--- config.mk ---
export PLATFORM = sky130hd
export DESIGN_NAME = combo_lock_backoff
export DESIGN_NICKNAME = d
export VERILOG_FILES = /design/src/rtl/lock_pkg.sv /design/src/rtl/entry_buffer.sv /design/src/rtl/sec_timer.sv /design/src/rtl/penalty_calc.sv /design/src/rtl/combo_lock_backoff.sv
export SDC_FILE = /design/constraint.sdc
export NUM_CORES = 1
export LEC_CHECK = 0
export ABC_AREA = 1
export BUFFER_PORTS_ARGS = -buffer_cell sky130_fd_sc_hd__buf_2
export CORE_UTILIZATION = 30
export CTS_BUF_LIST = sky130_fd_sc_hd__clkbuf_8
export DETAILED_ROUTE_END_ITERATION = 10
export HOLD_SLACK_MARGIN = 0.02
export SETUP_SLACK_MARGIN = 0.1
export SKIP_LAST_GASP = 1
export SYNTH_ARGS = -nofsm -noshare
export SYNTH_HDL_FRONTEND = slang
export SYNTH_SLANG_ARGS = --single-unit
export TNS_END_PERCENT = 10
--- constraint.sdc ---
create_clock -name clk -period 4.1 [get_ports clk]
set_input_delay 0.615 -clock clk [delete_from_list [all_inputs] [get_ports clk]]
set_output_delay 0.615 -clock clk [all_outputs]
set_load 0.01 [all_outputs]
--- src/rtl/lock_pkg.sv ---
package lock_pkg;

   typedef enum logic [2:0] {
      ST_IDLE    = 3'd0,
      ST_INPUT   = 3'd1,
      ST_ACCEPT  = 3'd2,
      ST_PENALTY = 3'd3,
      ST_BLOCKED = 3'd4
   } lock_st_e;

   // Lockout length for the n-th failure: a short first step, then doubling up to a ceiling.
   function automatic int unsigned backoff_secs(int unsigned nfail, int unsigned first_s,
                                                int unsigned base_s, int unsigned ceil_s);
      int unsigned v;
      if (nfail <= 1) return first_s;
      if (nfail > 20) return ceil_s;
      v = base_s << (nfail - 1);
      return (v > ceil_s) ? ceil_s : v;
   endfunction

endpackage

--- src/rtl/entry_buffer.sv ---
module entry_buffer #(
   parameter int DIGITS = 4,
   parameter int DW     = 4,
   localparam int CW    = $clog2(DIGITS + 1),
   localparam int EW    = DIGITS * DW
) (
   input  logic          clk,
   input  logic          rst_n,
   input  logic          clr_i,
   input  logic          push_i,
   input  logic [DW-1:0] digit_i,
   output logic          last_o,
   output logic [EW-1:0] packed_o
);

   if (DIGITS < 2) begin : g_bad_digits
      $error("entry_buffer: DIGITS must be at least 2");
   end

   logic [CW-1:0] cnt_q;
   logic [DW-1:0] slot_q [DIGITS-1];

   always_ff @(posedge clk) begin
      if (!rst_n || clr_i)  cnt_q <= '0;
      else if (push_i)      cnt_q <= cnt_q + 1'b1;
   end

   // slot 0 holds the newest digit; older digits shift toward the top slot
   for (genvar i = 0; i < DIGITS - 1; i++) begin : g_slot
      always_ff @(posedge clk) begin
         if (!rst_n || clr_i) slot_q[i] <= '0;
         else if (push_i) begin
            if (i == 0) slot_q[i] <= digit_i;
            else        slot_q[i] <= slot_q[(i == 0) ? 0 : i - 1];
         end
      end
      assign packed_o[(i+1)*DW +: DW] = slot_q[i];
   end

   assign packed_o[DW-1:0] = digit_i;
   assign last_o           = (cnt_q == CW'(DIGITS - 1));

   p_cnt_bound_r4: assert property (@(posedge clk) disable iff (!rst_n)
      cnt_q <= CW'(DIGITS - 1));

endmodule

--- src/rtl/sec_timer.sv ---
module sec_timer #(
   parameter int TW = 10
) (
   input  logic          clk,
   input  logic          rst_n,
   input  logic          load_i,
   input  logic [TW-1:0] load_val_i,
   input  logic          tick_i,
   output logic [TW-1:0] remain_o,
   output logic          expire_o
);

   logic [TW-1:0] remain_q;

   always_ff @(posedge clk) begin
      if (!rst_n)                            remain_q <= '0;
      else if (load_i)                       remain_q <= load_val_i;
      else if (tick_i && remain_q != '0)     remain_q <= remain_q - 1'b1;
   end

   assign remain_o = remain_q;
   assign expire_o = tick_i && !load_i && (remain_q == TW'(1));

   p_count_down_r5: assert property (@(posedge clk) disable iff (!rst_n)
      (tick_i && !load_i && remain_q != '0) |=> (remain_q == $past(remain_q) - 1'b1));

   p_hold_r5: assert property (@(posedge clk) disable iff (!rst_n)
      (!tick_i && !load_i) |=> $stable(remain_q));

endmodule

--- src/rtl/penalty_calc.sv ---
module penalty_calc #(
   parameter int FAIL_W  = 3,
   parameter int TW      = 10,
   parameter int FIRST_S = 3,
   parameter int BASE_S  = 5,
   parameter int CEIL_S  = 300,
   localparam int NF     = 2 ** FAIL_W
) (
   input  logic [FAIL_W-1:0] fail_i,
   output logic [TW-1:0]     secs_o
);

   if (CEIL_S >= 2 ** TW || FIRST_S >= 2 ** TW) begin : g_bad_width
      $error("penalty_calc: TW too narrow for lockout lengths");
   end

   logic [TW-1:0] lut [NF];

   for (genvar f = 0; f < NF; f++) begin : g_lut
      assign lut[f] = TW'(lock_pkg::backoff_secs(f, FIRST_S, BASE_S, CEIL_S));
   end

   assign secs_o = lut[fail_i];

endmodule

--- src/rtl/combo_lock_backoff.sv ---
module combo_lock_backoff #(
   parameter int DIGITS     = 4,
   parameter int DW         = 4,
   parameter int FAIL_W     = 3,
   parameter int FAIL_LIMIT = 5,
   parameter int TW         = 10,
   parameter int KEY_TO_S   = 5,
   parameter int OPEN_S     = 2,
   parameter int FIRST_S    = 3,
   parameter int BASE_S     = 5,
   parameter int CEIL_S     = 300,
   parameter int BLOCK_S    = 600,
   localparam int EW        = DIGITS * DW
) (
   input  logic              clk,
   input  logic              rst_n,
   input  logic [DW-1:0]     digit_i,
   input  logic              digit_vld_i,
   input  logic              admin_rst_i,
   input  logic              tick_1s_i,
   input  logic [EW-1:0]     code_i,
   output logic              actuate_o,
   output logic [2:0]        state_o,
   output logic [TW-1:0]     remain_o,
   output logic [FAIL_W-1:0] fail_cnt_o
);
   import lock_pkg::*;

   if (FAIL_LIMIT < 1 || FAIL_LIMIT >= 2 ** FAIL_W) begin : g_bad_limit
      $error("combo_lock_backoff: FAIL_LIMIT does not fit FAIL_W");
   end
   if (BLOCK_S >= 2 ** TW || KEY_TO_S >= 2 ** TW || OPEN_S >= 2 ** TW) begin : g_bad_tw
      $error("combo_lock_backoff: TW too narrow for durations");
   end
   if (KEY_TO_S < 1 || OPEN_S < 1 || BLOCK_S < 1) begin : g_bad_dur
      $error("combo_lock_backoff: durations must be nonzero");
   end

   lock_st_e          st_q, st_d;
   logic [FAIL_W-1:0] fail_q, fail_d, fail_inc;
   logic              buf_clr, buf_push, buf_last;
   logic [EW-1:0]     entry_w;
   logic              tmr_load, tmr_exp;
   logic [TW-1:0]     tmr_val, pen_w;
   logic              match_w;

   entry_buffer #(.DIGITS(DIGITS), .DW(DW)) u_buf (
      .clk(clk), .rst_n(rst_n), .clr_i(buf_clr), .push_i(buf_push),
      .digit_i(digit_i), .last_o(buf_last), .packed_o(entry_w));

   sec_timer #(.TW(TW)) u_tmr (
      .clk(clk), .rst_n(rst_n), .load_i(tmr_load), .load_val_i(tmr_val),
      .tick_i(tick_1s_i), .remain_o(remain_o), .expire_o(tmr_exp));

   penalty_calc #(.FAIL_W(FAIL_W), .TW(TW), .FIRST_S(FIRST_S),
                  .BASE_S(BASE_S), .CEIL_S(CEIL_S)) u_pen (
      .fail_i(fail_inc), .secs_o(pen_w));

   assign fail_inc = fail_q + 1'b1;
   assign match_w  = (entry_w == code_i);

   always_comb begin
      st_d     = st_q;
      fail_d   = fail_q;
      buf_clr  = 1'b0;
      buf_push = 1'b0;
      tmr_load = 1'b0;
      tmr_val  = '0;
      case (st_q)
         ST_IDLE: begin
            if (admin_rst_i) fail_d = '0;
            if (digit_vld_i) begin
               buf_push = 1'b1;
               tmr_load = 1'b1;
               tmr_val  = TW'(KEY_TO_S);
               st_d     = ST_INPUT;
            end
         end
         ST_INPUT: begin
            if (digit_vld_i) begin
               tmr_load = 1'b1;
               if (buf_last) begin
                  buf_clr = 1'b1;
                  if (match_w) begin
                     st_d    = ST_ACCEPT;
                     tmr_val = TW'(OPEN_S);
                  end else begin
                     fail_d = fail_inc;
                     if (fail_inc == FAIL_W'(FAIL_LIMIT)) begin
                        st_d    = ST_BLOCKED;
                        tmr_val = TW'(BLOCK_S);
                     end else begin
                        st_d    = ST_PENALTY;
                        tmr_val = pen_w;
                     end
                  end
               end else begin
                  buf_push = 1'b1;
                  tmr_val  = TW'(KEY_TO_S);
               end
            end else if (tmr_exp) begin
               buf_clr = 1'b1;
               st_d    = ST_IDLE;
            end
         end
         ST_ACCEPT: begin
            if (tmr_exp) begin
               fail_d  = '0;
               buf_clr = 1'b1;
               st_d    = ST_IDLE;
            end
         end
         ST_PENALTY: begin
            if (tmr_exp) begin
               buf_clr = 1'b1;
               st_d    = ST_IDLE;
            end
         end
         ST_BLOCKED: begin
            if (admin_rst_i) begin
               fail_d   = '0;
               buf_clr  = 1'b1;
               tmr_load = 1'b1;
               st_d     = ST_IDLE;
            end else if (tmr_exp) begin
               fail_d  = '0;
               buf_clr = 1'b1;
               st_d    = ST_IDLE;
            end
         end
         default: begin
            buf_clr  = 1'b1;
            tmr_load = 1'b1;
            st_d     = ST_IDLE;
         end
      endcase
   end

   always_ff @(posedge clk) begin
      if (!rst_n) begin
         st_q   <= ST_IDLE;
         fail_q <= '0;
      end else begin
         st_q   <= st_d;
         fail_q <= fail_d;
      end
   end

   assign actuate_o  = (st_q == ST_ACCEPT);
   assign state_o    = st_q;
   assign fail_cnt_o = fail_q;

   p_fail_cap_r7: assert property (@(posedge clk) disable iff (!rst_n)
      fail_cnt_o <= FAIL_W'(FAIL_LIMIT));

   p_blocked_full_r7: assert property (@(posedge clk) disable iff (!rst_n)
      (state_o == 3'd4) |-> (fail_cnt_o == FAIL_W'(FAIL_LIMIT)));

   p_open_needs_digit_r4: assert property (@(posedge clk) disable iff (!rst_n)
      $rose(actuate_o) |-> $past(digit_vld_i));

   p_timeout_keeps_fail_r3: assert property (@(posedge clk) disable iff (!rst_n)
      (state_o == 3'd1 && !digit_vld_i) |=> $stable(fail_cnt_o));

   p_lockout_len_r5: assert property (@(posedge clk) disable iff (!rst_n)
      (state_o == 3'd1 && st_d == ST_PENALTY) |=> (remain_o == $past(pen_w)));

   p_locked_ignores_r6: assert property (@(posedge clk) disable iff (!rst_n)
      ((state_o == 3'd3 || state_o == 3'd2) && !tick_1s_i) |=>
         ($stable(state_o) && $stable(fail_cnt_o)));

   p_open_end_clears_r9: assert property (@(posedge clk) disable iff (!rst_n)
      $fell(actuate_o) |-> (fail_cnt_o == '0));

   p_legal_state_r11: assert property (@(posedge clk) disable iff (!rst_n)
      state_o <= 3'd4);

endmodule

### Yosys cells after proc, flatten, opt, wreduce, memory -nomap -nowiden

Memory sizes are Yosys's and may differ from the RTL's.
Index checks and enable logic that the tools add are counted.
Widths: inputs -> output; s select.

* add/sub/neg operators: 3
* magnitude comparators: 1
* eq/ne operators: 14
* muxes and demuxes: 44
* bitwise operators: 4
* reductions and logical operators: 14

Operators with widths (number)
* $mux 10: 8
* $mux 3: 14
* $pmux 3 s4: 2
* $pmux 10 s2: 1
* $eq 16x16->1: 1
* $mux 1: 13
* $mux 4: 3
* $eq 10x1->1 const B: 1
* $ne 2x2->1 const B: 5
* $reduce_bool 10->1: 1
* $sub 10x1->10 const B: 1
* $eq 3x2->1 const B: 3
* $add 3x1->3 const B: 2
* $eq 3x3->1 const B: 2
* $reduce_and 5->1: 1
* $ge 4x4->1 const B: 1
* $not 3->4: 1
* $pmux 1 s4: 1
* $reduce_bool 4->1: 1
* $reduce_or 2->1: 2
* $eq 3x1->1 const B: 1
* $logic_and 1x1->1: 3
* $logic_not 3->1: 1
* $ne 3x3->1 const B: 1
* 7 further kinds: 10

* flip-flop bits (word level): 19
* RAM bits: 12
* memory bits (read-only): 80
* memories: 2

Memory list
* (name not given): depth 8, width 10, read ports 1, clocked after memory_dff 0, write ports 0, line penalty_calc.sv:23 `assign secs_o = lut[fail_i];`
* u_buf.slot_q: depth 3, width 4, read ports 3, clocked after memory_dff 0, write ports 3, line entry_buffer.sv:21 `logic [DW-1:0] slot_q [DIGITS-1];`

### Depth between registers and ports, before layout

Gate-level depths: netlist (run 1).

* depth after elaboration: 13
* mapped depth: 13
* depth with buffers taken out: 13

### Modules after synthesis

Synthesis (run 1) repeated with hierarchy kept, for this count alone.

* cell total of the unflattened synthesis: 410
* area, all modules: 2548.7 um^2

Modules (own cells, without submodules)
* combo_lock_backoff: times used 1, cells each 201, area each 982.2 um^2, seq. area each 120.1 um^2
* sec_timer: times used 1, cells each 122, area each 755.7 um^2, seq. area each 200.2 um^2
* entry_buffer: times used 1, cells each 63, area each 681.9 um^2, seq. area each 420.4 um^2
* penalty_calc: times used 1, cells each 24, area each 128.9 um^2, seq. area each 0.0 um^2

### Worst setup path before layout (run 1)

No wires, ideal clock.

* path type: input to register
* from: input port admin_rst_i
* to: memory u_buf.slot_q[0][0], enable pin
* data arrival time: 1.687 ns
* required time: 3.686 ns
* path slack: 1.999 ns
* stages: 7
* buffers on the path: 0
* cell sequence: inv_1 > a21oi_2 > nor2_8 > nand2_2 > nand2_2 > o211ai_2 > nand4_1

RTL lines
* start, declared: line combo_lock_backoff.sv:19 `input logic admin_rst_i,`
* end, declared: line entry_buffer.sv:21

==> reports/qor.yml, run 1 <==
outcome:
  status: "finished, final reports clean"
placement:
  placed_area_um2: 2630
  portBuffers: 41
  hpwl_mm: 3.95
  pre_cts_ws_ps: 1510
  globalplace.congestion: 0.889
  dp_cells: 475
drt:
  dr.pass1.iters: 6
  viasPerCell: 4.44
  wl_met1_mm: 2.54
  drtAntennaViolNets: 0
  finalWirelength_mm: 5.05
  drcViolationCount: 0
  routed.top_layer: "met4"
  wl_met3_um: 213
  drt_iter0_drc: 63
  dr_total_vias: 2143
  wl_per_cell_um: 10.4
  wl_met2_mm: 2.21
logic_synthesis:
  netlist_area_um2: 2340
  synth_edf_count: 12
  ys_warn_count: 0
  synth.top_cell.area_share: 0.163
  yosysTopAreaCell: "dfxtp_1"
  syn_nets: 373
  synth_flop_cell: "dfxtp_1"
  yosysSeqAreaShare: 0.317
  synthCells: 338
  ys_types: 36
  synth.area.top_cells: "dfxtp_1, edfxtp_1, nand2_1"
  ys_ff_latch: 31
  yosysMostFrequentCell: "nand2_1"
  synth_common_cells: "nand2_1, inv_1, nor2_1"
  async_reset_ff_frac: 0
  synth_area_per_cell_um2: 6.91
grt:
  grt_max_degree: 14
  grt_pass1_vias: 1928
  track_usage: 0.128
  grt_pass1_wl_mm: 8.43
  gr-total-overflow: 0
  antenna_found_initial: 0
min_path:
  whs_endpoint: "u_buf.cnt_q[2]"
  hold_path_class: "reg2reg"
  hold_start: "u_buf.cnt_q[2]"
  min_path_cells: 2
clocking:
  cts_max_level: 2
  cts_tree: "done"
  cts_buffer_depth: 2
  postCtsSetupBuffers: 0
  clk_root_buffer_cell: "clkbuf_8"
  cts.clk_slew.worst_paths_ps: 70
  cts_resized: 0
  ctsHoldBuffers: 0
  clk_latency_ps: 290
  cts.sinks: 31
  cts_buffers: 5
sta:
  rsz0062_at_grt: "false"
  finalHoldViolCount: 0
  fin_skew_ps: 9.72
  post-route-period-util: 0.563
  holdWs_ps: 466
  tns_ps: 0
  relSlewSlack: 0.526
  period_minus_slack_ps: 2310
  slew_viol_final: 0
  fmax_ghz: 0.433
  finalSetupViolations: 0
  tightest_slew_ps: 709
  fin_ws_ps: 1790
pwr:
  p_per_area_nw_per_um2: 310
  worst_ir_drop_vdd_mv: 0.0934
  total_power_mw: 0.843
  leakage_nw: 1.35
die:
  start_util: 0.315
  die_area_um2: 8150
  die_w_um: 90.3
  rows: 31
  ios: 42
  die_h_um: 90.3
  core_um2: 7410
setup_path:
  r2r-start: "state_o[0]"
  ff2ff_path_depth: 7
  worstPathRequired_ps: 3910
  crit_top_cell: "nand2_2"
  regToRegSetupSlack_ps: 1790
  cp-end-kind: "flop"
  startpoint_type: "flop"
  slowest_delay_ps: 610
  cp_max_fo: 13
  arrival_ps: 2120
  rr_endpoint: "u_buf.slot_q[2][3]"
  path_cells: "nor2_2 -> a21oi_2 -> nor2_8 -> nand2_2 -> nand2_2 -> o211ai_2 -> nand4_1"
  cpMaxStageDelayCell: "nand4_1"
  critical_path_class: "reg2reg"
finish:
  nets: 418
  multi_input_area_um2: 1330
  regArea_um2: 741
  stdcell_count: 483
  nFillCells: 789
  areaGrowthSynthToFinish_pct: 16.4
  stdcell_area_um2: 2720
  antenna_cells: 0
  postLayoutCoreUtil: 0.367
  drive_gt1_frac: 0.208
job:
  maxCapViolations: 0
==> critical path, delay by kind of cell, from the launching register on <==
kind | cells | cell delay [ps]
AND/OR/NAND/NOR | 5 | 1010
flip-flops | 1 | 440
AO/OA/AOI/OAI | 2 | 370
==> layer usage <==
layer,vias to the layer above,global-route usage
met5,-,0
met2,46,0.199
met4,0,0.0497
met3,7,0.0328
li1,1154,-
met1,936,0.170
==> registers in the layout, indices dropped and copies added (netlist names) <==
name	flops
u_buf.slot_q	12
state_o	3
u_buf.cnt_q	3
u_tmr.remain_o	10
fail_cnt_o	3
==> worst max path at each step <==
stage | startpoint | cells past startpoint | endpoint
floorplan | admin_rst_i | 7 | u_buf.slot_q[0][0]
global placement | admin_rst_i | 8 | u_buf.slot_q[2][3]
detailed placement | admin_rst_i | 8 | u_buf.slot_q[2][1]
CTS | state_o[0] | 7 | u_buf.slot_q[2][3]
global route | state_o[0] | 8 | u_buf.cnt_q[0]
finish | state_o[0] | 7 | u_buf.slot_q[2][3]
==> power breakdown <==
part / internal [mW] / switching, mW
Sequential: 0.347 / 0.0239
Combinational: 0.0852 / 0.135
Clock: 0.133 / 0.120
Total: 0.565 / 0.279
==> cells in the final DEF (no fill, tap or decap), types with 3 or more instances in the layout <==
| cell | netlist | routed |
|---|---|---|
| nand2_1 | 92 | 92 |
| inv_1 | 56 | 57 |
| buf_2 | 1 | 41 |
| nor2_1 | 39 | 39 |
| nand3_1 | 21 | 21 |
| dfxtp_1 | 19 | 19 |
| a21oi_1 | 18 | 18 |
| edfxtp_1 | 12 | 12 |
| nor2_4 | 10 | 10 |
| ha_1 | 10 | 10 |
| o21ai_1 | 9 | 9 |
| o21ai_0 | 8 | 8 |
| clkbuf_8 | 0 | 6 |
| nand4_1 | 5 | 5 |
| nor2_2 | 4 | 4 |
| inv_2 | 3 | 3 |
| nand2_2 | 3 | 3 |
| xnor2_1 | 3 | 3 |
==> layout make-up <==
| type | instances | share of cell area |
|---|---|---|
| multi-input combinational | 243 | 0.487 |
| timing repair buffer | 41 | 0.0754 |
| clock inverter | 2 | 0.00322 |
| clock buffer | 6 | 0.0303 |
| inverter | 61 | 0.0860 |
| sequential | 31 | 0.272 |
| tap | 99 | 0.0455 |
==> logic make-up after synthesis <==
| group | share of synthesized area |
|---|---|
| flops | 0.317 |
| fa+ha+maj | 0.0535 |
| compound gates | 0.115 |
| simple gates | 0.376 |
| mux | 0.00428 |
| xor+xnor | 0.0187 |
| buf+inv | 0.116 |
(Power assumes the default switching activity.)
==> inputs of run 2 (changes only) <==
- clock period: 4.1 -> 2.3 ns (I/O delays scaled with it)
==> reports/qor.yml, run 2 (same netlist as run 1, synthesis figures left out) <==
drt:
  wl_met1_mm: 2.49  # was 2.54 mm
  drt_iter0_drc: 84  # was 63
  viasPerCell: 4.36  # was 4.44
  dr_total_vias: 2118  # was 2143
  routed.top_layer: "met4"  # unchanged
  finalWirelength_mm: 4.96  # was 5.05 mm
  drcViolationCount: 0  # unchanged
  dr.pass1.iters: 4  # was 6
  wl_met2_mm: 2.21  # unchanged
  drtAntennaViolNets: 0  # unchanged
  wl_per_cell_um: 10.2  # was 10.4 um
  wl_met3_um: 170  # was 213 um
sta:
  finalHoldViolCount: 0  # unchanged
  finalSetupViolations: 0  # unchanged
  slew_viol_final: 0  # unchanged
  rsz0062_at_grt: "false"  # unchanged
  relSlewSlack: 0.700  # was 0.526
  period_minus_slack_ps: 1980  # was 2310 ps
  tns_ps: 0  # unchanged
  fmax_ghz: 0.504  # was 0.433 GHz
  tightest_slew_ps: 449  # was 709 ps
  fin_ws_ps: 316  # was 1790 ps
  fin_skew_ps: 3.97  # was 9.72 ps
  post-route-period-util: 0.863  # was 0.563
setup_path:
  rr_endpoint: "u_buf.slot_q[2][0]"  # was u_buf.slot_q[2][3]
  startpoint_type: "flop"  # unchanged
  r2r-start: "state_o[0]"  # unchanged
  crit_top_cell: "nand2_2"  # unchanged
  cpMaxStageDelayCell: "dfxtp_1"  # was nand4_1
  critical_path_class: "reg2reg"  # unchanged
  regToRegSetupSlack_ps: 320  # was 1790 ps
  path_cells: "nor2_2 -> a21oi_2 -> nor2_8 -> nand2_2 -> nand2_2 -> o211ai_2 -> nand4_4 -> nor2_1"  # was nor2_2 -> a21oi_2 -> nor2_8 -> nand2_2 -> nand2_2 -> o211ai_2 -> nand4_1
  cp-end-kind: "flop"  # unchanged
  slowest_delay_ps: 460  # was 610 ps
  arrival_ps: 2110  # was 2120 ps
  cp_top_family: "simple AND/OR/NAND/NOR gates"  # unchanged
  cp_max_fo: 13  # unchanged
  ff2ff_path_depth: 8  # was 7
  worstPathRequired_ps: 2430  # was 3910 ps
  critPathBufInv: 0  # unchanged
job:
  maxCapViolations: 0  # unchanged
die:
  start_util: 0.315  # unchanged
  die_h_um: 90.3  # unchanged
  core_um2: 7410  # unchanged
  die_w_um: 90.3  # unchanged
  rows: 31  # unchanged
  ios: 42  # unchanged
  die_area_um2: 8150  # unchanged
min_path:
  hold_path_class: "in2reg"  # was reg2reg
  hold_start: "digit_i[3]"  # was u_buf.cnt_q[2]
  min_path_cells: 3  # was 2
  whs_endpoint: "u_buf.slot_q[0][3]"  # was u_buf.cnt_q[2]
grt:
  gr-total-overflow: 0  # unchanged
  antenna_found_initial: 0  # unchanged
  grt_pass1_wl_mm: 8.29  # was 8.43 mm
  grt_max_degree: 14  # unchanged
  grt_pass1_vias: 1862  # was 1928
  track_usage: 0.127  # was 0.128
clocking:
  cts_buffers: 5  # unchanged
  clk_root_buffer_cell: "clkbuf_8"  # unchanged
  postCtsSetupBuffers: 0  # unchanged
  cts.sinks: 31  # unchanged
  cts_tree: "done"  # unchanged
  cts_resized: 0  # unchanged
  cts.clk_slew.worst_paths_ps: 60  # was 70 ps
  clk_latency_ps: 280  # was 290 ps
  ctsHoldBuffers: 0  # unchanged
  cts_buffer_depth: 2  # unchanged
  cts_max_level: 2  # unchanged
finish:
  final_cell_mix: "nand2_1, inv_1, buf_2, nor2_1, nand3_1"  # unchanged
  largest_reg_flops: 12  # unchanged
  regMostFlops: "u_buf.slot_q"  # unchanged
  drive_gt1_frac: 0.212  # was 0.208
  final_common_cell: "nand2_1"  # unchanged
  areaGrowthSynthToFinish_pct: 17.0  # was 16.4%
  antenna_cells: 0  # unchanged
  nets: 421  # was 418
pwr:
  total_power_mw: 1.46  # was 0.843 mW
  p_per_area_nw_per_um2: 534  # was 310 nW/um^2
  worst_ir_drop_vdd_mv: 0.171  # was 0.0934 mV
  leakage_nw: 1.36  # was 1.35 nW
placement:
  portBuffers: 41  # unchanged
  pre_cts_ws_ps: 308  # was 1510 ps
  globalplace.congestion: 0.856  # was 0.889
  hpwl_mm: 3.97  # was 3.95 mm
outcome:
  status: "finished, final reports clean"  # unchanged
==> run 2: changes by cell type in the layout (fill, tap and decap cells not counted) <==
cell | before | now
clkbuf_8 | 6 | 5
clkinv_1 | 0 | 1
buf_4 | 0 | 3
==> run 2: worst max path at each step <==
stage | startpoint | end | slack [ps] | cells past startpoint
2_1_floorplan | state_o[1] | u_buf.slot_q[0][0] | 360 | 7
6_report | state_o[0] | u_buf.slot_q[2][0] | 320 | 8
3_5_place_dp | admin_rst_i | u_buf.slot_q[2][0] | 310 | 9
5_1_grt | state_o[0] | u_buf.slot_q[0][3] | 130 | 8
3_3_place_gp | state_o[0] | u_buf.slot_q[2][0] | 340 | 8
4_1_cts | state_o[0] | u_buf.slot_q[2][0] | 290 | 8
==> run 2: worst min-delay path, delay by kind of cell <==
kind | cells | cell delay [ps]
buffers and inverters | 2 | 130
and+or+nand+nor | 1 | 90
==> run 2: cell type report <==
cell class / count / area (um^2)
fill: 781 / 4670
multi-input combinational: 243 / 1330
sequential: 31 / 741
inverter: 61 / 234
timing repair buffer: 44 / 228
tap: 99 / 124
clock buffer: 5 / 68.8
clock inverter: 3 / 12.5
==> run 2: report_power, final <==
part / switching (mW) / internal, mW
Clock: 0.201 / 0.203
Combinational: 0.239 / 0.157
Sequential: 0.0431 / 0.618
Total: 0.483 / 0.978
==> run 2: per-stage QoR <==
step	cell area, um^2	hold WS (ps)	util	instances
final	2730	397	0.369	486
after global routing	2730	417	0.369	486
after CTS	2730	391	0.369	486
after detailed placement	2650	459	0.358	478
after global placement	2650	448	0.358	478
after floorplan	2340	439	-	338
==> run 2: layer usage <==
metal  global-route usage  up-vias
met5                    0        -
met4               0.0524        0
met3               0.0286        6
met2                0.198       33
met1                0.168      918
li1                     -     1161
==> inputs of run 3 (changes only) <==
- RECOVER_POWER: default -> 100
==> reports/qor.yml, run 3 (same netlist as run 1, synthesis figures left out) <==
grt:
  antenna_found_initial: 0  # unchanged
  track_usage: 0.127  # unchanged
  grt_pass1_vias: 1862  # unchanged
  gr-total-overflow: 0  # unchanged
  use_met1: 0.168  # unchanged
  grt_pass1_wl_mm: 8.29  # unchanged
  grt_max_degree: 14  # unchanged
  use_met3: 0.0286  # unchanged
  use_met2: 0.198  # unchanged
  busiest_layer: "met2"  # unchanged
pwr:
  leakage_nw: 1.29  # was 1.36 nW
  p_clk_frac: 0.279  # was 0.277
  comb_power_share: 0.265  # was 0.271
  p_sw_mw: 0.482  # was 0.483 mW
  seqPwrFrac: 0.456  # was 0.452
  p_per_area_nw_per_um2: 537  # was 534 nW/um^2
  intPower_mw: 0.969  # was 0.978 mW
  swShare: 0.332  # was 0.330
  total_power_mw: 1.45  # was 1.46 mW
  worst_ir_drop_vdd_mv: 0.171  # about the same
placement:
  portBuffers: 41  # unchanged
  hpwl_mm: 3.97  # unchanged
  globalplace.congestion: 0.856  # unchanged
finish:
  final_cell_mix: "nand2_1, inv_1, nor2_1, buf_2, nand3_1"  # was nand2_1, inv_1, buf_2, nor2_1, nand3_1
  nets: 421  # unchanged
  regMostFlops: "u_buf.slot_q"  # unchanged
  areaGrowthSynthToFinish_pct: 15.5  # was 17.0%
  drive_gt1_frac: 0.160  # was 0.212
  largest_reg_flops: 12  # unchanged
  final_common_cell: "nand2_1"  # unchanged
  antenna_cells: 0  # unchanged
sta:
  rsz0062_at_grt: "false"  # unchanged
  relSlewSlack: 0.676  # was 0.700
  post-route-period-util: 0.901  # was 0.863
  fmax_ghz: 0.483  # was 0.504 GHz
  slew_viol_final: 0  # unchanged
  tns_ps: 0  # unchanged
  fin_skew_ps: 4.70  # was 3.97 ps
  period_minus_slack_ps: 2070  # was 1980 ps
  finalHoldViolCount: 0  # unchanged
  tightest_slew_ps: 486  # was 449 ps
  finalSetupViolations: 0  # unchanged
clocking:
  cts_max_level: 2  # unchanged
  cts_buffers: 5  # unchanged
  cts_buffer_depth: 2  # unchanged
  cts_resized: 0  # unchanged
  ctsHoldBuffers: 0  # unchanged
  cts.clk_slew.worst_paths_ps: 60  # about the same
  clk_root_buffer_cell: "clkbuf_8"  # unchanged
  cts.sinks: 31  # unchanged
  postCtsSetupBuffers: 0  # unchanged
  cts_tree: "done"  # unchanged
  clk_latency_ps: 280  # about the same
drt:
  finalWirelength_mm: 4.99  # was 4.96 mm
  drt_iter0_drc: 77  # was 84
  dr_total_vias: 2130  # was 2118
  viasPerCell: 4.38  # was 4.36
  wl_per_cell_um: 10.3  # was 10.2 um
  dr.pass1.iters: 4  # unchanged
  drtAntennaViolNets: 0  # unchanged
  drcViolationCount: 0  # unchanged
die:
  start_util: 0.315  # unchanged
  rows: 31  # unchanged
  core_um2: 7410  # unchanged
  die_h_um: 90.3  # unchanged
  die_area_um2: 8150  # unchanged
  ios: 42  # unchanged
  die_w_um: 90.3  # unchanged
setup_path:
  path_cells: "nor2_2 -> a21oi_2 -> nor2_8 -> inv_4 -> or2_1 -> inv_1 -> a31oi_1 -> a21oi_1"  # was nor2_2 -> a21oi_2 -> nor2_8 -> nand2_2 -> nand2_2 -> o211ai_2 -> nand4_4 -> nor2_1
  startpoint_type: "flop"  # unchanged
  cp-end-kind: "flop"  # unchanged
  arrival_ps: 2240  # was 2110 ps
  cpMaxStageDelayCell: "dfxtp_1"  # unchanged
  cp_top_family: "simple AND/OR/NAND/NOR gates"  # unchanged
  critical_path_class: "reg2reg"  # unchanged
  worstPathRequired_ps: 2470  # was 2430 ps
  critPathBufInv: 2  # was 0
  cp_max_fo: 13  # unchanged
  slowest_delay_ps: 460  # about the same
outcome:
  status: "finished, final reports clean"  # unchanged
job:
  maxCapViolations: 0  # unchanged
min_path:
  hold_path_class: "in2reg"  # unchanged
-- run 3: changes by cell type in the layout (fill, tap and decap cells not counted), sizes merged --
cell    change
clkbuf     +18
buf        -18
-- run 3: cell type report --
type / instances / area [um^2]
clock buffer: 5 / 68.8
clock inverter: 3 / 12.5
fill: 789 / 4710
inverter: 61 / 234
multi-input combinational: 243 / 1320
sequential: 31 / 741
tap: 99 / 124
timing repair buffer: 44 / 204
-- run 3: worst paths after layout --
| path | startpoint | to | slack (ps) | cells after the start |
|---|---|---|---|---|
| hold / removal | digit_i[3] | u_buf.slot_q[0][3] | 400 | 3 |
| hold reg to reg | u_buf.cnt_q[2] | u_buf.cnt_q[2] | 460 | 2 |
| setup reg to reg | state_o[0] | u_tmr.remain_o[8] | 230 | 8 |
| setup / recovery | state_o[0] | u_tmr.remain_o[8] | 230 | 8 |
-- run 3: per-stage QoR --
step	worst slack (ps)	hold WS, ps	util	instance area, um^2	cells
floorplan	356	439	-	2340	338
global placement	344	448	0.358	2650	478
detailed placement	308	459	0.358	2650	478
CTS	291	391	0.369	2730	486
global route	78.6	417	0.364	2700	486
finish	229	397	0.364	2700	486
-- run 3: worst register-to-register path, cell delays in order (launching register included) --
cell	delay, ps
dfxtp_1	460
nor2_2	90
a21oi_2	270
nor2_8	100
inv_4	90
or2_1	410
inv_1	260
a31oi_1	200
a21oi_1	80
-- run 3: metal layers --
layer  vias up  wire (um)  part of all wire
met5         -          0                 0
met4         0         87             0.017
met3         6        204             0.041
met2        44       2200              0.44
met1       918       2500              0.50
li1       1162          -                 -
-- run 3: power groups by stage --
stage               sequential [mW]  combinational (mW)  clock [mW]
finish                        0.662               0.384       0.405
global route                  0.669               0.441       0.442
detailed placement            0.672               0.398           0
floorplan                     0.676               0.286           0
CTS                           0.660               0.400       0.427
global placement              0.670               0.396           0
